--- src/rtl/lrt_pkg.sv ---
// Package: shared constants, the per-word CRC step and the sender state type.
// Assumes a 32-bit link word; the CRC is fed most significant bit first.
package lrt_pkg;
    localparam int          WORD_W   = 32;
    localparam logic [31:0] CRC_POLY = 32'h04C11DB7;
    localparam logic [31:0] CRC_INIT = 32'hFFFF_FFFF;

    typedef enum logic [1:0] {
        TX_IDLE,
        TX_HDR,
        TX_BODY,
        TX_CRC
    } tx_state_t;

    // Advance the CRC register over one full word, most significant bit first.
    function automatic logic [31:0] crc_step(input logic [31:0] crc_in,
                                             input logic [WORD_W-1:0] word);
        logic [31:0] c;
        logic        fb;
        c = crc_in;
        for (int b = WORD_W - 1; b >= 0; b--) begin
            fb = c[31] ^ word[b];
            c  = {c[30:0], 1'b0};
            if (fb) begin
                c = c ^ CRC_POLY;
            end
        end
        return c;
    endfunction
endpackage

--- src/rtl/lrt_store.sv ---
// Module: replay store. It writes source packets into fixed slots, one slot per packet,
// and gives random read access to the stored words for the sender.
// Assumes SLOTS is a power of two (at least 2) and that packets are at most MAX_WORDS long.
// A packet that reaches MAX_WORDS words is closed even without its last marker.
module lrt_store
    import lrt_pkg::*;
#(
    parameter  int SLOTS     = 4,
    parameter  int MAX_WORDS = 8,
    localparam int SLOT_W    = $clog2(SLOTS),
    localparam int PTR_W     = SLOT_W + 1,
    localparam int IDX_W     = $clog2(MAX_WORDS),
    localparam int LEN_W     = $clog2(MAX_WORDS + 1)
) (
    input  logic              clk,
    input  logic              rst_n,
    input  logic              in_valid,
    input  logic [WORD_W-1:0] in_data,
    input  logic              in_first,
    input  logic              in_last,
    output logic              in_ready,
    input  logic              block,
    input  logic [PTR_W-1:0]  head_ptr,
    output logic [PTR_W-1:0]  tail_ptr,
    input  logic [SLOT_W-1:0] rd_slot,
    input  logic [IDX_W-1:0]  rd_idx,
    output logic [WORD_W-1:0] rd_word,
    output logic [LEN_W-1:0]  rd_len
);
    logic [WORD_W-1:0] mem  [SLOTS][MAX_WORDS];
    logic [LEN_W-1:0]  lens [SLOTS];
    logic [IDX_W-1:0]  wcnt;
    logic [IDX_W-1:0]  wr_idx;
    logic [SLOT_W-1:0] wr_slot;
    logic [PTR_W-1:0]  used;
    logic              take;
    logic              close;

    // Derive occupancy, the write position and the acceptance condition.
    always_comb begin
        used     = tail_ptr - head_ptr;
        in_ready = (used != PTR_W'(SLOTS)) && !block;
        wr_idx   = in_first ? '0 : wcnt;
        wr_slot  = tail_ptr[SLOT_W-1:0];
        take     = in_valid && in_ready;
        close    = in_last || (wr_idx == IDX_W'(MAX_WORDS - 1));
    end

    // Write accepted words and the packet length into the slot being filled.
    always_ff @(posedge clk) begin
        if (take) begin
            mem[wr_slot][wr_idx] <= in_data;
            if (close) begin
                lens[wr_slot] <= LEN_W'(wr_idx) + LEN_W'(1);
            end
        end
    end

    // Track the word count in the open packet and commit a packet on its last word.
    always_ff @(posedge clk) begin
        if (!rst_n) begin
            tail_ptr <= '0;
            wcnt     <= '0;
        end else if (take) begin
            if (close) begin
                tail_ptr <= tail_ptr + PTR_W'(1);
                wcnt     <= '0;
            end else begin
                wcnt <= wr_idx + IDX_W'(1);
            end
        end
    end

    // Give the sender a combinational read of the selected word and length.
    always_comb begin
        rd_word = mem[rd_slot][rd_idx];
        rd_len  = lens[rd_slot];
    end
endmodule

--- src/rtl/lrt_ack.sv ---
// Module: acknowledgement tracker. It checks each report against the window of
// sent-but-held packets, releases packets cumulatively, runs the replay timer and
// raises a replay request on a negative acknowledgement or on timer expiry.
// Assumes reports last one cycle and sequence numbers are wider than the slot pointers.
module lrt_ack #(
    parameter  int SEQ_W   = 12,
    parameter  int SLOTS   = 4,
    parameter  int TIMEOUT = 200,
    localparam int PTR_W   = $clog2(SLOTS) + 1,
    localparam int TMR_W   = $clog2(TIMEOUT)
) (
    input  logic             clk,
    input  logic             rst_n,
    input  logic             ack_valid,
    input  logic             ack_nak,
    input  logic [SEQ_W-1:0] ack_seq,
    input  logic [PTR_W-1:0] sent_ptr,
    input  logic             replaying,
    input  logic             replay_take,
    output logic [PTR_W-1:0] head_ptr,
    output logic [SEQ_W-1:0] head_seq,
    output logic             replay_req
);
    logic [SEQ_W-1:0] span;
    logic [PTR_W-1:0] held_sent;
    logic [PTR_W-1:0] remain;
    logic             accept;
    logic             progress;
    logic             nak_go;
    logic             run;
    logic             fire;
    logic [TMR_W-1:0] tmr;

    // Decide whether a report lies in the window and what it releases.
    always_comb begin
        span      = ack_seq + SEQ_W'(1) - head_seq;
        held_sent = sent_ptr - head_ptr;
        accept    = ack_valid && (span <= SEQ_W'(held_sent));
        progress  = accept && (span != '0);
        remain    = held_sent - PTR_W'(span);
        nak_go    = accept && ack_nak && (remain != '0);
        run       = (held_sent != '0) && !replay_req && !replaying;
        fire      = run && !progress && (tmr == TMR_W'(TIMEOUT - 1));
    end

    // Move the oldest-held pointer and its sequence number on accepted reports.
    always_ff @(posedge clk) begin
        if (!rst_n) begin
            head_ptr <= '0;
            head_seq <= '0;
        end else if (accept) begin
            head_ptr <= head_ptr + PTR_W'(span);
            head_seq <= head_seq + span;
        end
    end

    // Count idle cycles with packets outstanding; restart on progress or when stopped.
    always_ff @(posedge clk) begin
        if (!rst_n) begin
            tmr <= '0;
        end else if (progress || !run || fire) begin
            tmr <= '0;
        end else begin
            tmr <= tmr + TMR_W'(1);
        end
    end

    // Hold a replay request until the sender takes it.
    always_ff @(posedge clk) begin
        if (!rst_n) begin
            replay_req <= 1'b0;
        end else if (nak_go || fire) begin
            replay_req <= 1'b1;
        end else if (replay_take) begin
            replay_req <= 1'b0;
        end
    end
endmodule

--- src/rtl/lrt_send.sv ---
// Module: frame sender. It walks the store in order, emitting header, packet words and
// CRC for each slot. On a replay request it rewinds to the oldest held slot
// between frames. A frame in progress is never cut short.
// Assumes the store and tracker pointers stay within one slot window of each other.
module lrt_send
    import lrt_pkg::*;
#(
    parameter  int SEQ_W     = 12,
    parameter  int SLOTS     = 4,
    parameter  int MAX_WORDS = 8,
    localparam int SLOT_W    = $clog2(SLOTS),
    localparam int PTR_W     = SLOT_W + 1,
    localparam int IDX_W     = $clog2(MAX_WORDS),
    localparam int LEN_W     = $clog2(MAX_WORDS + 1)
) (
    input  logic              clk,
    input  logic              rst_n,
    input  logic [PTR_W-1:0]  head_ptr,
    input  logic [SEQ_W-1:0]  head_seq,
    input  logic [PTR_W-1:0]  tail_ptr,
    input  logic              replay_req,
    output logic              replay_take,
    output logic              replaying,
    output logic [PTR_W-1:0]  sent_ptr,
    output logic [SLOT_W-1:0] rd_slot,
    output logic [IDX_W-1:0]  rd_idx,
    input  logic [WORD_W-1:0] rd_word,
    input  logic [LEN_W-1:0]  rd_len,
    output logic              out_valid,
    output logic [WORD_W-1:0] out_data,
    output logic              out_first,
    output logic              out_last,
    input  logic              out_ready
);
    tx_state_t         state;
    logic [PTR_W-1:0]  tx_ptr;
    logic [SEQ_W-1:0]  seq_lat;
    logic [IDX_W-1:0]  widx;
    logic [31:0]       crc;
    logic              hs;
    logic              idle;
    logic              behind;
    logic              body_end;

    // Status and control terms shared by the output mux and the state update.
    always_comb begin
        idle        = (state == TX_IDLE);
        hs          = out_valid && out_ready;
        behind      = (sent_ptr - tx_ptr) > (sent_ptr - head_ptr);
        replay_take = idle && replay_req;
        replaying   = (tx_ptr != sent_ptr);
        body_end    = (LEN_W'(widx) + LEN_W'(1)) == rd_len;
        rd_slot     = tx_ptr[SLOT_W-1:0];
        rd_idx      = widx;
    end

    // Select the output word for the current frame phase.
    always_comb begin
        out_valid = !idle;
        out_first = (state == TX_HDR);
        out_last  = (state == TX_CRC);
        unique case (state)
            TX_HDR:  out_data = {{(WORD_W - SEQ_W){1'b0}}, seq_lat};
            TX_BODY: out_data = rd_word;
            TX_CRC:  out_data = ~crc;
            default: out_data = '0;
        endcase
    end

    // Frame state machine, send pointer, first-send boundary and running CRC.
    always_ff @(posedge clk) begin
        if (!rst_n) begin
            state    <= TX_IDLE;
            tx_ptr   <= '0;
            sent_ptr <= '0;
            seq_lat  <= '0;
            widx     <= '0;
            crc      <= CRC_INIT;
        end else begin
            unique case (state)
                TX_IDLE: begin
                    if (replay_req || behind) begin
                        tx_ptr <= head_ptr;
                    end else if (tx_ptr != tail_ptr) begin
                        seq_lat <= head_seq + SEQ_W'(tx_ptr - head_ptr);
                        crc     <= CRC_INIT;
                        widx    <= '0;
                        state   <= TX_HDR;
                    end
                end
                TX_HDR: begin
                    if (hs) begin
                        crc   <= crc_step(crc, out_data);
                        state <= TX_BODY;
                    end
                end
                TX_BODY: begin
                    if (hs) begin
                        crc <= crc_step(crc, rd_word);
                        if (body_end) begin
                            state <= TX_CRC;
                        end else begin
                            widx <= widx + IDX_W'(1);
                        end
                    end
                end
                TX_CRC: begin
                    if (hs) begin
                        state  <= TX_IDLE;
                        tx_ptr <= tx_ptr + PTR_W'(1);
                        if (tx_ptr == sent_ptr) begin
                            sent_ptr <= sent_ptr + PTR_W'(1);
                        end
                    end
                end
                default: state <= TX_IDLE;
            endcase
        end
    end
endmodule

--- src/rtl/lrt_replay_tx.sv ---
// Module: top of the link-layer replay transmitter. It ties together the replay store,
// the acknowledgement tracker and the frame sender.
// Assumes SLOTS is a power of two of at least 2, MAX_WORDS of at least 2, TIMEOUT of at least 2.
module lrt_replay_tx
    import lrt_pkg::*;
#(
    parameter  int SEQ_W     = 12,
    parameter  int SLOTS     = 4,
    parameter  int MAX_WORDS = 8,
    parameter  int TIMEOUT   = 200,
    localparam int SLOT_W    = $clog2(SLOTS),
    localparam int PTR_W     = SLOT_W + 1,
    localparam int IDX_W     = $clog2(MAX_WORDS),
    localparam int LEN_W     = $clog2(MAX_WORDS + 1)
) (
    input  logic              clk,
    input  logic              rst_n,
    input  logic              s_valid,
    output logic              s_ready,
    input  logic [WORD_W-1:0] s_data,
    input  logic              s_first,
    input  logic              s_last,
    output logic              m_valid,
    input  logic              m_ready,
    output logic [WORD_W-1:0] m_data,
    output logic              m_first,
    output logic              m_last,
    input  logic              ack_valid,
    input  logic              ack_nak,
    input  logic [SEQ_W-1:0]  ack_seq
);
    logic [PTR_W-1:0]  head_ptr;
    logic [PTR_W-1:0]  tail_ptr;
    logic [PTR_W-1:0]  sent_ptr;
    logic [SEQ_W-1:0]  head_seq;
    logic              replay_req;
    logic              replay_take;
    logic              replaying;
    logic              blocked;
    logic [SLOT_W-1:0] rd_slot;
    logic [IDX_W-1:0]  rd_idx;
    logic [WORD_W-1:0] rd_word;
    logic [LEN_W-1:0]  rd_len;

    // Hold the source off from replay request until the replay has finished.
    assign blocked = replay_req | replaying;

    lrt_store #(
        .SLOTS     (SLOTS),
        .MAX_WORDS (MAX_WORDS)
    ) u_store (
        .clk      (clk),
        .rst_n    (rst_n),
        .in_valid (s_valid),
        .in_data  (s_data),
        .in_first (s_first),
        .in_last  (s_last),
        .in_ready (s_ready),
        .block    (blocked),
        .head_ptr (head_ptr),
        .tail_ptr (tail_ptr),
        .rd_slot  (rd_slot),
        .rd_idx   (rd_idx),
        .rd_word  (rd_word),
        .rd_len   (rd_len)
    );

    lrt_ack #(
        .SEQ_W   (SEQ_W),
        .SLOTS   (SLOTS),
        .TIMEOUT (TIMEOUT)
    ) u_ack (
        .clk         (clk),
        .rst_n       (rst_n),
        .ack_valid   (ack_valid),
        .ack_nak     (ack_nak),
        .ack_seq     (ack_seq),
        .sent_ptr    (sent_ptr),
        .replaying   (replaying),
        .replay_take (replay_take),
        .head_ptr    (head_ptr),
        .head_seq    (head_seq),
        .replay_req  (replay_req)
    );

    lrt_send #(
        .SEQ_W     (SEQ_W),
        .SLOTS     (SLOTS),
        .MAX_WORDS (MAX_WORDS)
    ) u_send (
        .clk         (clk),
        .rst_n       (rst_n),
        .head_ptr    (head_ptr),
        .head_seq    (head_seq),
        .tail_ptr    (tail_ptr),
        .replay_req  (replay_req),
        .replay_take (replay_take),
        .replaying   (replaying),
        .sent_ptr    (sent_ptr),
        .rd_slot     (rd_slot),
        .rd_idx      (rd_idx),
        .rd_word     (rd_word),
        .rd_len      (rd_len),
        .out_valid   (m_valid),
        .out_data    (m_data),
        .out_first   (m_first),
        .out_last    (m_last),
        .out_ready   (m_ready)
    );
endmodule

--- config.mk ---
export PLATFORM = sky130hd
export DESIGN_NAME = lrt_replay_tx
export DESIGN_NICKNAME = d
export VERILOG_FILES = /design/src/rtl/lrt_pkg.sv /design/src/rtl/lrt_store.sv /design/src/rtl/lrt_ack.sv /design/src/rtl/lrt_send.sv /design/src/rtl/lrt_replay_tx.sv
export SDC_FILE = /design/constraint.sdc
export NUM_CORES = 1
export LEC_CHECK = 0
export BUFFER_PORTS_ARGS = -buffer_cell sky130_fd_sc_hd__buf_2
export CAP_MARGIN = 5
export CORE_ASPECT_RATIO = 0.9
export CORE_MARGIN = 4
export CORE_UTILIZATION = 50
export DETAILED_ROUTE_END_ITERATION = 7
export PLACE_DENSITY = 0.77
export SYNTH_ARGS = -nofsm -noshare
export SYNTH_HDL_FRONTEND = slang
export SYNTH_SLANG_ARGS = --single-unit
--- constraint.sdc ---
create_clock -name clk -period 15.6 [get_ports clk]
set_input_delay 1.56 -clock clk [delete_from_list [all_inputs] [get_ports clk]]
set_output_delay 1.56 -clock clk [all_outputs]
set_load 0.05 [all_outputs]
==> results summary <==
The worst setup path is launched from a register. The number of hold buffers added after CTS came out at 0. Data arrives at the worst endpoint at 9.00 ns. The number of maximum-capacitance violations came out at 0.

The clock transition at the registers of the reported paths came out at 0.07 ns. The upper clock frequency limit came out at 0.119 GHz. The number of clock buffers added by TritonCTS is 110. The vias after detailed routing came out at 31255.

The mean instance size in the synthesized netlist is 15.9 um2. The die outline area is 113000 um2. The commonest register cell after synthesis is sky130_fd_sc_hd__edfxtp_1. The buffer levels on the longest clock path came out at 3. The tightest slew margin relative to the limit came out at 20.4%.

The net count after synthesis came out at 3536. The mapped netlist covers 54100 um2. The clock insertion delay at the later pin of the skew report is 0.70 ns.

The height of the die came out at 320 um. In this run, placement finished with an instance count of 4839. In this design, the stage delay of the slowest critical-path cell is 0.99 ns.

The share of the clock period used by the worst path after layout came out at 54.0%. The number of setup violations in the final report is 0. For this design, the sink count on the clock tree is 1127. In the post-synthesis netlist, the cell with the most instances is sky130_fd_sc_hd__edfxtp_1. The iteration-0 DRC count of the detailed router is 4275. The total DRC errors in the routed layout is 0. Walking the worst path, the cells encountered are buf_12, buf_4, mux2i_1, a22oi_1, a21oi_1, nor4_1, nand2_1, mux2i_1, xnor2_2, xnor3_2, xor2_2, xor3_1, xnor3_2, xnor3_1, a221oi_1, nor2_1. The number of flip-flops and latches in the synthesized netlist came out at 1127. The CTS tree is built. The depth of the worst register-to-register path came out at 16. Setup repair after global routing left no endpoint under its margin. The wire length of the first global-routing pass came out at 208000 um. The critical path in this run is classified as reg2reg.

The fraction of layout cells with a size suffix above 1 came out at 16.4%. The number of endpoints with negative hold slack in the final report was 0. In this run the horizontal extent of the chip is 355 um. Post-CTS timing repair inserted 0 buffers for setup. The first detailed-routing pass ran for 6 iterations. Once layout is complete, the cells apart from fillers number 5045. The total global-route track usage is 24.9%. The number of stages on the worst hold path is 1. The final RePlAce weighted congestion is 0.940. The beginning of the worst hold path is u_ack.tmr[0]. The number of H-tree levels came out at 3. The number of nets in the finished design is 3635. The count of flip-flops with a built-in enable after synthesis came out at 1040. After detailed placement, the total cell area comes to 55900 um2. The count of buffers added on input and output ports is 87. The number of distinct library cell variants in the gate-level netlist after synthesis came out at 90.

The highest-delay cell along the critical path is sky130_fd_sc_hd__nor4_1. The endpoint class of the critical path is a register. Summing all non-filler instances in the final layout gives an area of 59500 um2.

For this design the top-level I/O count stands at 88. CTS placed an instance of sky130_fd_sc_hd__clkbuf_16 at the clock tree root. The number of vias per cell after detailed routing is 6.20. The post-synthesis instance total came out at 3402.

The wire length after detailed routing is 143000 um. The async set or reset register ratio after synthesis came out at 0%. The floorplan step defined a core boundary enclosing 107000 um2. The path with the worst hold slack has its endpoint at u_ack.tmr[0]. The remaining global-route overflow came out at 0.

The fill cell total of the finished layout came out at 8148. The final worst hold slack came out at 0.444 ns. After detailed routing, the average wire length per cell comes to 28.3 um.

The number of nets still failing antenna checks after routing is 0. The flow ran to the end, and the final reports show no timing, DRC or antenna violations. The maximum fanout encountered on the critical timing path came out at 113. The endpoint of the worst-slack reg-to-reg timing path is u_send.crc[9]. The synthesized design devotes to its leading area cell type 57.8% of total area. The detailed placer's ending HPWL came out at 83100 um. Setup slack on the worst reg-to-reg path comes out at 7.18 ns. Yosys attributes the largest share of cell area to sky130_fd_sc_hd__edfxtp_1 58%, sky130_fd_sc_hd__mux2i_1 6.1%, sky130_fd_sc_hd__mux4_2 5.7%, sky130_fd_sc_hd__xnor2_1 5.0%, sky130_fd_sc_hd__xnor3_1 3.3%. The endpoint required time on the critical path is 16.19 ns. The total negative slack came out at 0 ns. On the final layout, the worst clock skew is 0.0303 ns. The minimum period implied by the final worst setup slack is 8.42 ns. The count of warnings emitted by yosys is 0.

Gates resized during post-CTS repair numbered 0. The synthesis-to-finish area growth is 10.1%. The sequential cell area fraction in the yosys report is 61.0%. The max-slew violation count is 0. Ranked by instance count, the synthesized netlist is headed by 1040 x sky130_fd_sc_hd__edfxtp_1, 331 x sky130_fd_sc_hd__mux2i_1, 310 x sky130_fd_sc_hd__xnor2_1. The number of antenna violations at the first check in global routing came to 7. The via count of the first global-routing pass is 30602. After floorplanning, the core was divided into 114 placement rows. The largest net degree at the start of global routing is 114. The starting utilization of the core area is 50.3%.

The transition time of the tightest slew-check pin came out at 1.19 ns. The class of the tightest hold or removal check is reg2reg. The largest area contributor in the netlist is sky130_fd_sc_hd__edfxtp_1.
[sequential cells by signal, indices dropped and copies added, names as in the netlist, 8 cells and up, named ones only]
name,count
u_ack.head_seq,12
u_store.lens,16
u_send.seq_lat,12
u_ack.tmr,8
u_store.mem,1024
u_send.crc,32
[layer usage]
layer  part of all wire (%)  global-route usage [%]  up-vias
met4                    4.0                    9.78        4
met3                     11                    5.75      294
met1                     39                    34.4    15793
li1                       -                       -    13289
met5                  0.021                       0        -
met2                     46                    38.6     1875
[placed cells by master (no fill, tap or decap), types with 28 or more instances in the layout]
cell                        instances
sky130_fd_sc_hd__mux4_2           138
sky130_fd_sc_hd__edfxtp_1        1040
sky130_fd_sc_hd__dfxtp_1           83
sky130_fd_sc_hd__buf_2             87
sky130_fd_sc_hd__buf_4             71
sky130_fd_sc_hd__xnor2_1          310
sky130_fd_sc_hd__ha_1              73
sky130_fd_sc_hd__mux2i_1          331
sky130_fd_sc_hd__a22oi_1          153
sky130_fd_sc_hd__and2_2            33
sky130_fd_sc_hd__o21ai_0           55
sky130_fd_sc_hd__nor2b_1           49
sky130_fd_sc_hd__nand2_1           64
sky130_fd_sc_hd__inv_1             65
sky130_fd_sc_hd__nor2_1           126
sky130_fd_sc_hd__a21oi_1          152
sky130_fd_sc_hd__xnor3_1           79
sky130_fd_sc_hd__xor2_1           114
sky130_fd_sc_hd__clkbuf_16        110
sky130_fd_sc_hd__a221oi_1          28
[worst max-delay path, delay by kind of cell, from the launching register on]
kind	cells	cell delay (ns)
AOI/OAI and AO/OA	3	0.61
xor gates and xnor gates	6	3.34
buffers and inverters	2	1.25
DFF	1	0.94
muxes	2	0.43
and+or+nand+nor	3	1.27
[stage by stage]
stage / utilization, % / setup WS (ns)
after floorplan: - / 9.68
after global placement: 52.1 / 7.36
after detailed placement: 52.1 / 7.35
after CTS: 55.4 / 7.34
after global routing: 55.4 / 6.86
final: 55.4 / 7.18
[cell type report]
type | instances | area [um2] | area share (%)
antenna | 4 | 10.0 | 0.0168
clock buffer | 128 | 2820 | 4.74
clock inverter | 74 | 757 | 1.27
inverter | 68 | 255 | 0.429
multi-input combinational | 2035 | 19900 | 33.4
sequential | 1127 | 33000 | 55.4
tap | 1450 | 1810 | 3.05
timing repair buffer | 159 | 988 | 1.66
[worst max path at each step]
stage | startpoint | end | slack (ns) | depth (start not counted)
5_1_grt | register | u_send.crc[10] | 6.86 | 17
6_report | register | u_send.crc[9] | 7.18 | 16
2_1_floorplan | register | u_send.crc[5] | 9.68 | 25
3_3_place_gp | register | u_send.crc[9] | 7.36 | 16
4_1_cts | register | u_send.crc[9] | 7.34 | 16
3_5_place_dp | register | u_send.crc[9] | 7.35 | 16
[cell families (layout without fill, tap and decap cells)]
family                   count (synthesis)  after routing  share of synthesized area (%)
multiplexers                           479            479                           12.1
other                                    0              4                              0
buffers and inverters                  240            429                           2.38
XOR/XNOR                               554            554                           12.0
AND/OR/NAND/NOR                        414            414                           4.13
AO/OA/AOI/OAI                          506            506                           6.36
adder cells (fa/ha/maj)                 82             82                           2.00
flip-flops                            1127           1127                           61.0
Power is left out: the tool's default activity adds up to more than one toggle a clock period on the data nets, which glitch-free logic cannot reach.
